## config.mk

```make
export PLATFORM = sky130hd
export DESIGN_NAME = pci_host_bringup
export DESIGN_NICKNAME = d
export VERILOG_FILES = /design/src/rtl/pcihb_pkg.sv /design/src/rtl/pcihb_timer.sv /design/src/rtl/pcihb_fsm.sv /design/src/rtl/pcihb_decode.sv /design/src/rtl/pci_host_bringup.sv
export SDC_FILE = /design/constraint.sdc
export NUM_CORES = 1
export LEC_CHECK = 0
export BUFFER_PORTS_ARGS = -buffer_cell sky130_fd_sc_hd__clkbuf_2
export CAP_MARGIN = 5
export CORE_MARGIN = 4
export CORE_UTILIZATION = 55
export CTS_CLUSTER_DIAMETER = 200
export DETAILED_ROUTE_END_ITERATION = 6
export GPL_TIMING_DRIVEN = 1
export HOLD_SLACK_MARGIN = 0.06
export PLACE_DENSITY = 0.84
export SYNTH_ARGS = -nofsm -noshare
export SYNTH_HDL_FRONTEND = slang
export SYNTH_SLANG_ARGS = --single-unit
```

## constraint.sdc

```tcl
create_clock -name clk -period 2.11 [get_ports clk]
set_clock_uncertainty 0.1 [all_clocks]
set_input_delay 0.422 -clock clk [delete_from_list [all_inputs] [get_ports clk]]
set_output_delay 0.422 -clock clk [all_outputs]
set_load 0.005 [all_outputs]
```

## src/rtl/pcihb_pkg.sv

```systemverilog
package pcihb_pkg;

   typedef enum logic [2:0] {
      SQ_IDLE  = 3'd0,
      SQ_DRV   = 3'd1,
      SQ_CLKON = 3'd2,
      SQ_REL   = 3'd3,
      SQ_ARB   = 3'd4,
      SQ_RDY   = 3'd5
   } seq_state_e;

   typedef struct packed {
      logic rst_oe;
      logic clk_oe;
      logic clk_en;
      logic rst_rel;
      logic arb_int;
      logic rdy;
   } bus_ctrl_t;

   // ceil(ns * khz / 1e6) in 64-bit arithmetic
   function automatic int unsigned ns_to_cycles(input longint unsigned ns,
                                                input longint unsigned khz);
      longint unsigned prod;
      prod = ns * khz;
      return int'((prod + 64'd999999) / 64'd1000000);
   endfunction

endpackage

```

## src/rtl/pcihb_timer.sv

```systemverilog
module pcihb_timer #(
   parameter int CW = 8
) (
   input  logic          clk,
   input  logic          rst,
   input  logic          load,
   input  logic [CW-1:0] load_val,
   output logic          done
);

   logic [CW-1:0] cnt;

   always_ff @(posedge clk) begin
      if (rst)                cnt <= '0;
      else if (load)          cnt <= load_val;
      else if (cnt != '0)     cnt <= cnt - 1'b1;
   end

   assign done = (cnt == '0);

   // the interval counter steps down by one each idle cycle
   count_step_chk: assert property (@(posedge clk) disable iff (rst)
      (!load && cnt != '0) |=> (cnt == CW'($past(cnt) - 1'b1)));

endmodule

```

## src/rtl/pcihb_fsm.sv

```systemverilog
module pcihb_fsm
   import pcihb_pkg::*;
#(
   parameter int CW         = 8,
   parameter int HOLD_CYC   = 4,
   parameter int SETTLE_CYC = 2
) (
   input  logic          clk,
   input  logic          rst,
   input  logic          start,
   input  logic          tmr_done,
   output logic          tmr_load,
   output logic [CW-1:0] tmr_val,
   output seq_state_e    state
);

   localparam logic [CW-1:0] HOLD_LD   = CW'(HOLD_CYC - 1);
   localparam logic [CW-1:0] SETTLE_LD = CW'(SETTLE_CYC - 1);

   seq_state_e nxt;

   always_comb begin
      nxt      = state;
      tmr_load = 1'b0;
      tmr_val  = HOLD_LD;
      unique case (state)
         SQ_IDLE:  if (start) nxt = SQ_DRV;
         SQ_DRV: begin
            nxt      = SQ_CLKON;
            tmr_load = 1'b1;
            tmr_val  = HOLD_LD;
         end
         SQ_CLKON: if (tmr_done) nxt = SQ_REL;
         SQ_REL: begin
            nxt      = SQ_ARB;
            tmr_load = 1'b1;
            tmr_val  = SETTLE_LD;
         end
         SQ_ARB:   if (tmr_done) nxt = SQ_RDY;
         SQ_RDY:   if (start) nxt = SQ_DRV;
         default:  nxt = SQ_IDLE;
      endcase
   end

   always_ff @(posedge clk) begin
      if (rst) state <= SQ_IDLE;
      else     state <= nxt;
   end

   logic busy;
   assign busy = (state == SQ_DRV) || (state == SQ_CLKON) ||
                 (state == SQ_REL) || (state == SQ_ARB);


   start_ignored_chk: assert property (@(posedge clk) disable iff (rst)
      (busy && start) |=> (state != SQ_DRV));

endmodule

```

## src/rtl/pcihb_decode.sv

```systemverilog
module pcihb_decode
   import pcihb_pkg::*;
(
   input  seq_state_e state,
   output bus_ctrl_t  ctrl
);

   always_comb begin
      ctrl = '0;
      unique case (state)
         SQ_IDLE:  ctrl = '0;
         SQ_DRV:   ctrl = '{rst_oe:1'b1, clk_oe:1'b1, default:1'b0};
         SQ_CLKON: ctrl = '{rst_oe:1'b1, clk_oe:1'b1, clk_en:1'b1, default:1'b0};
         SQ_REL:   ctrl = '{rdy:1'b0, arb_int:1'b0, default:1'b1};
         SQ_ARB:   ctrl = '{rdy:1'b0, default:1'b1};
         SQ_RDY:   ctrl = '1;
         default:  ctrl = '0;
      endcase
   end

endmodule

```

## src/rtl/pci_host_bringup.sv

```systemverilog
module pci_host_bringup
   import pcihb_pkg::*;
#(
   parameter int CLK_KHZ   = 50000,
   parameter int HOLD_NS   = 150000,
   parameter int SETTLE_NS = 1000
) (
   input  logic clk,
   input  logic rst,
   input  logic start,
   output logic bus_rst_oe,
   output logic bus_clk_oe,
   output logic bus_clk_en,
   output logic bus_rst_release,
   output logic arb_internal,
   output logic ready
);

   localparam int HOLD_CYC   = int'(ns_to_cycles(longint'(HOLD_NS), longint'(CLK_KHZ)));
   localparam int SETTLE_CYC = int'(ns_to_cycles(longint'(SETTLE_NS), longint'(CLK_KHZ)));
   localparam int MAX_CYC    = (HOLD_CYC > SETTLE_CYC) ? HOLD_CYC : SETTLE_CYC;
   localparam int CW         = (MAX_CYC < 2) ? 1 : $clog2(MAX_CYC + 1);
   localparam int MW         = $clog2(MAX_CYC + 2);

   if (CLK_KHZ < 1) begin : g_bad_clk
      $error("CLK_KHZ must be at least 1");
   end
   if (HOLD_CYC < 1 || SETTLE_CYC < 1) begin : g_bad_delay
      $error("hold and settle times must each give at least one cycle");
   end

   logic          tmr_load;
   logic          tmr_done;
   logic [CW-1:0] tmr_val;
   seq_state_e    state;
   bus_ctrl_t     ctrl;

   pcihb_timer #(.CW(CW)) u_timer (
      .clk      (clk),
      .rst      (rst),
      .load     (tmr_load),
      .load_val (tmr_val),
      .done     (tmr_done)
   );

   pcihb_fsm #(
      .CW         (CW),
      .HOLD_CYC   (HOLD_CYC),
      .SETTLE_CYC (SETTLE_CYC)
   ) u_fsm (
      .clk      (clk),
      .rst      (rst),
      .start    (start),
      .tmr_done (tmr_done),
      .tmr_load (tmr_load),
      .tmr_val  (tmr_val),
      .state    (state)
   );

   pcihb_decode u_decode (
      .state (state),
      .ctrl  (ctrl)
   );

   assign bus_rst_oe      = ctrl.rst_oe;
   assign bus_clk_oe      = ctrl.clk_oe;
   assign bus_clk_en      = ctrl.clk_en;
   assign bus_rst_release = ctrl.rst_rel;
   assign arb_internal    = ctrl.arb_int;
   assign ready           = ctrl.rdy;

   // interval observers for the timing properties
   logic [MW-1:0] hold_seen;
   logic [MW-1:0] settle_seen;

   always_ff @(posedge clk) begin
      if (rst || !bus_clk_en)
         hold_seen <= '0;
      else if (!bus_rst_release && hold_seen != '1)
         hold_seen <= hold_seen + 1'b1;
      if (rst || !arb_internal)
         settle_seen <= '0;
      else if (!ready && settle_seen != '1)
         settle_seen <= settle_seen + 1'b1;
   end


   reset_clears_chk: assert property (@(posedge clk)
      rst |=> !(bus_rst_oe || bus_clk_oe || bus_clk_en ||
                bus_rst_release || arb_internal || ready));


   clk_after_drivers_chk: assert property (@(posedge clk) disable iff (rst)
      $rose(bus_clk_en) |-> (bus_rst_oe && bus_clk_oe && !bus_rst_release &&
                             $past(bus_rst_oe) && $past(bus_clk_oe)));


   hold_time_chk: assert property (@(posedge clk) disable iff (rst)
      $rose(bus_rst_release) |-> (hold_seen == MW'(HOLD_CYC)));


   arb_after_release_chk: assert property (@(posedge clk) disable iff (rst)
      $rose(arb_internal) |-> ($past(bus_rst_release) && bus_clk_en));


   settle_time_chk: assert property (@(posedge clk) disable iff (rst)
      $rose(ready) |-> (settle_seen == MW'(SETTLE_CYC)));


   ready_holds_chk: assert property (@(posedge clk) disable iff (rst)
      (ready && !start) |=> ready);

endmodule

```

# == Word-level counts from Yosys, hierarchy flattened ==
# Cells that the tools add are included.
# word_totals
ff_bits,16
input_bits,3
output_inout_bits,6
word_cells,27
# classes
add_sub_neg,1
n_eq_ne,8
mux,9
reduce_logical,7
# op_table
op,count
$mux W13,3
$pmux W6 S5,1
$pmux W3 S5,1
$logic_not A13 Y1,1
$reduce_bool A13 Y1,1
$sub A13 B1 Y13 const B,1
$mux W3,3
$eq A3 B2 Y1 const B,2
$eq A3 B3 Y1 const B,2
$ne A2 B2 Y1 const B,2
$reduce_or A2 Y1,2
$eq A3 B1 Y1 const B,1
$logic_not A3 Y1,1
$reduce_and A3 Y1,1
$ne A2 B1 Y1 const B,1
$reduce_bool A2 Y1,1
$mux W1,1

# == Longest topological paths before layout ==
# logic_depth
ltp_word,4
mapped_depth,7
ltp_nobuf,6

# == Modules after synthesis ==
# A second synthesis with hierarchy kept.
# hier_totals
cells_unflattened,128
hier_area_um2,1064.8
# modules_own_cells
module,instances,cells_per_inst,area_each_um2,seq_area_each_um2
pcihb_timer,1,90,763.2,260.2
pcihb_fsm,1,30,244.0,60.1
pcihb_decode,1,8,57.6,0.0

# == Least setup slack after synthesis ==
# No wires, ideal clock.
# synth_path
kind,register to register
startpoint,reg u_timer.cnt[0]
endpoint,reg u_timer.cnt[8]
setup_time_ns,0.132
arrival_time_ns,1.521
required_ns,1.878
path_slack_ns,0.357
path_stages_with_launch,7
n_path_buf,0
synth_period_minus_slack_ns,1.753
path_cell_list,dfxtp_1 inv_1 ha_1 or4b_1 nor4_1 xnor2_1 a21oi_1
# synth_between
elab_chain_cells,3
elab_cells_between_ends,5
cone_classes,1 x add/sub; 2 x mux; 2 x reduce/logical
# synth_lines
item,line,source
start: declaration,pcihb_timer.sv:11,logic [CW-1:0] cnt;
start signal: assignment,pcihb_timer.sv:15,else if (load) cnt <= load_val;
start signal: assignment,pcihb_timer.sv:16,else if (cnt != '0) cnt <= cnt - 1'b1;
$sub A13 B1 Y13,pcihb_timer.sv:16,
$mux W13,pcihb_timer.sv:16,
$mux W13,pcihb_timer.sv:15,
# Several ways; a longest one is shown, not always the timed one. The select of a mux whose other input is x is not followed.
# A chain may end at the register's enable or synchronous reset.

# == Final worst setup path ==
# Same ends and word-level chain as after synthesis.

==> impl_metrics.toml <==
[run_status]
outcome = "completed"

[yosys]
yosysUniqueCellTypes = 34
postSynthAreaPerCell_um2 = 8.60
postSynth.asyncResetShare_pct = 0
number_of_instances_in_the_synthesized_netlist = 102
postSynthNetCount = 107
total_of_flip_flops_plus_latches_after_synthesis = 16
yosysWarnings = 0
seq_area_frac_synth_pct = 36.5
primary_flip_flop_cell_chosen_by_synthesis_mapping = "dfxtp_1"
synth-edff-count = 0
synth_area_um2 = 877

[floorplan]
die_width_um = 47.9
number_of_top_level_pins = 9
die_area_mm2 = 0.00230
core_region_area_mm2 = 0.00151
die_h_um = 47.9
row_count = 14
initial_core_util_pct = 58.2

[global_routing]
grt_max_degree = 12
global_route.overflow_total = 0
grt_antenna_before_repair = 0
via_count_of_the_first_global_routing_pass = 713
grtUsageTotal_pct = 18.9
grt_pass1_wl_mm = 2.98

[detailed_routing]
drtIter0Drc = 13
post-route-drc-count = 0
first_pass_iters = 4
num_vias = 761
detail_route.vias_per_cell = 6.04
antenna_left = 0
routed_wirelength_mm = 1.88
routedWlPerCell_um = 14.9

[critical_path]
worstPathCellList = "inv_1 > ha_1 > or4b_1 > nor4_1 > xnor2_1 > a21oi_1"
required_ns = 2.18
worst-path-buf-inv = 1
timing.reg2reg.worst_path_depth = 6
worst_ep_arrival_ns = 2.02
worst-path-stages = 6
crit_path_top_delay_cell = "or4b_1"
worstSetupPathType = "register to register"
max_stage_delay_ns = 0.47
critical_path_peak_fanout = 6
timing.critical_path.from_type = "register"
cp_top_family = "simple AND/OR/NAND/NOR gates"
endpoint_class_of_the_critical_path = "register"

[final_layout]
drive_above_1_share_pct = 17.3
n_antenna_cell = 0
multi_input_comb_area_um2 = 510
seq_area_um2 = 320
areaGrowthSynthToFinish_pct = 8.84
finalNetCount = 117
layout.filler_cells = 138

[placed_design]
place.port_buffers = 8
place.gp.congestion = 0.786
dp.final_hpwl_mm = 1.38

[clock_tree]
clk_root_buffer_cell = "clkbuf_4"
cts_inserted_buffers = 3
cts-htree-levels = 1
cts_hold_buf = 0
worstSkewPairLatency_ns = 0.29
postCtsSetupBuffers = 0
cts_tree = "yes"
postCtsResizedCells = 0
clkSlewWorstSetupHoldPaths_ns = 0.09
numClockSinks = 16
clockBufferDepth = 2

[timing]
max_slew_margin_pct = 65.3
setup_viol = 0
final-hold-violation-count = 0
setup_tns_ns = 0
tightestPinTransition_ns = 0.516
holdWs_ns = 0.325
grt_setup_unrepaired = "no"
timing.final.crit_period_ns = 1.95
timing_max_transition_violations_final = 0
final_worst_path_period_share_pct = 92.6
maxClockFrequency_mhz = 512

[pwr]
power-per-cell-area_mw_per_mm2 = 1570
power_leakage_nw = 0.384
max-vdd-ir-drop_uv = 808

[job]
timing.max_cap.violations = 0

[worst_hold_path]
timing.hold.worst.class = "primary input to register"
min_delay_path_depth = 2
[worst reg2reg max path, stage by stage, from the launching register on]
cell	delay (ns)
dfxtp_1	0.37
inv_1	0.10
ha_1	0.25
or4b_1	0.47
nor4_1	0.28
xnor2_1	0.17
a21oi_1	0.08
[flip-flops by register name (all words and copies together) (netlist names)]
| register | flops |
|---|---|
| u_fsm.state | 3 |
| u_timer.cnt | 13 |
[worst paths after layout]
path	startpoint	to	slack [ns]
max	u_timer.cnt[0]	u_timer.cnt[8]	0.16
min	rst	u_timer.cnt[4]	0.33
max reg2reg	u_timer.cnt[0]	u_timer.cnt[8]	0.16
min reg2reg	u_timer.cnt[9]	u_timer.cnt[9]	0.50
[cells in the mapped netlist (2+ instances only)]
library cell | count | share of area [%]
nor2b_1 | 3 | 2.1
xor2_1 | 5 | 5.0
xnor2_1 | 5 | 5.0
nand2_1 | 4 | 1.7
o21ai_1 | 2 | 1.1
nor3b_1 | 2 | 1.7
clkbuf_1 | 3 | 1.3
nor2_1 | 4 | 1.7
nand2b_1 | 3 | 2.1
nor3_1 | 5 | 2.9
or4b_1 | 2 | 2.3
inv_1 | 5 | 2.1
ha_1 | 2 | 2.9
nor4_1 | 2 | 1.4
nand4_1 | 5 | 3.6
dfxtp_1 | 16 | 37
a21oi_1 | 16 | 9.1
or3_1 | 2 | 1.4
[where the power goes]
group | total (W) | internal, W | switching, W
logic | 0.000785 | 0.000388 | 0.000397
registers | 0.000556 | 0.000409 | 0.000147
clock network | 0.000159 | 0.0000664 | 0.0000928
[metrics by stage]
step	util, %	cell area [um2]	std cells	worst slack (ns)	total power (W)
6_report	63.4	955	126	0.156	0.00150
5_1_grt	63.4	955	126	0.0330	0.00162
4_1_cts	63.4	955	126	0.137	0.00151
3_5_place_dp	61.9	932	123	0.162	0.00134
3_3_place_gp	61.9	932	123	0.304	0.00130
2_1_floorplan	-	877	102	0.357	0.00113
[cell usage in the layout, fill, tap and decap left out]
cell type,count
a21bo_2,1
a21boi_0,1
a21oi_1,16
a311o_1,1
a31o_1,1
a31o_2,1
and2_1,1
buf_4,3
clkbuf_2,8
clkbuf_4,3
dfxtp_1,16
ha_1,2
inv_1,5
mux2_2,1
nand2_1,4
nand2b_1,3
nand3_1,1
nand3b_1,1
nand4_1,5
nand4_2,1
nor2_1,4
nor2b_1,3
nor3_1,5
nor3b_1,2
nor4_1,2
nor4_4,1
o211ai_1,1
o21ai_1,2
o31ai_1,1
or3_1,2
or4b_1,2
xnor2_1,5
xor2_1,5
[cell families (layout without fill, tap and decap cells)]
logic type                 count (synthesis)  count (layout)  synth area share, %
AOI/OAI and AO/OA                         25              25                 17.1
muxes                                      1               1                 1.28
DFF                                       16              16                 36.5
buffers and inverters                     11              19                 5.28
xor gates and xnor gates                  10              10                 9.99
and+or+nand+nor                           37              37                 27.0
adders and majority gates                  2               2                 2.85
[cell type report]
type	count	share of cell area (%)
well taps	16	2.10
clock buffers	3	2.36
flip-flops and latches	16	33.6
multi-input cells	75	53.5
inverters	5	1.97
repair buffers	11	6.55
[metal layers]
layer  routed length (um)  GRT usage, %  up-vias
met5                    0             0        -
met4                   23          5.38        0
met3                  115          8.27        4
met2                  990          33.8       22
met1                  751          19.9      355
li1                     -             -      380
Note: power is estimated with default switching activity, not from simulation.
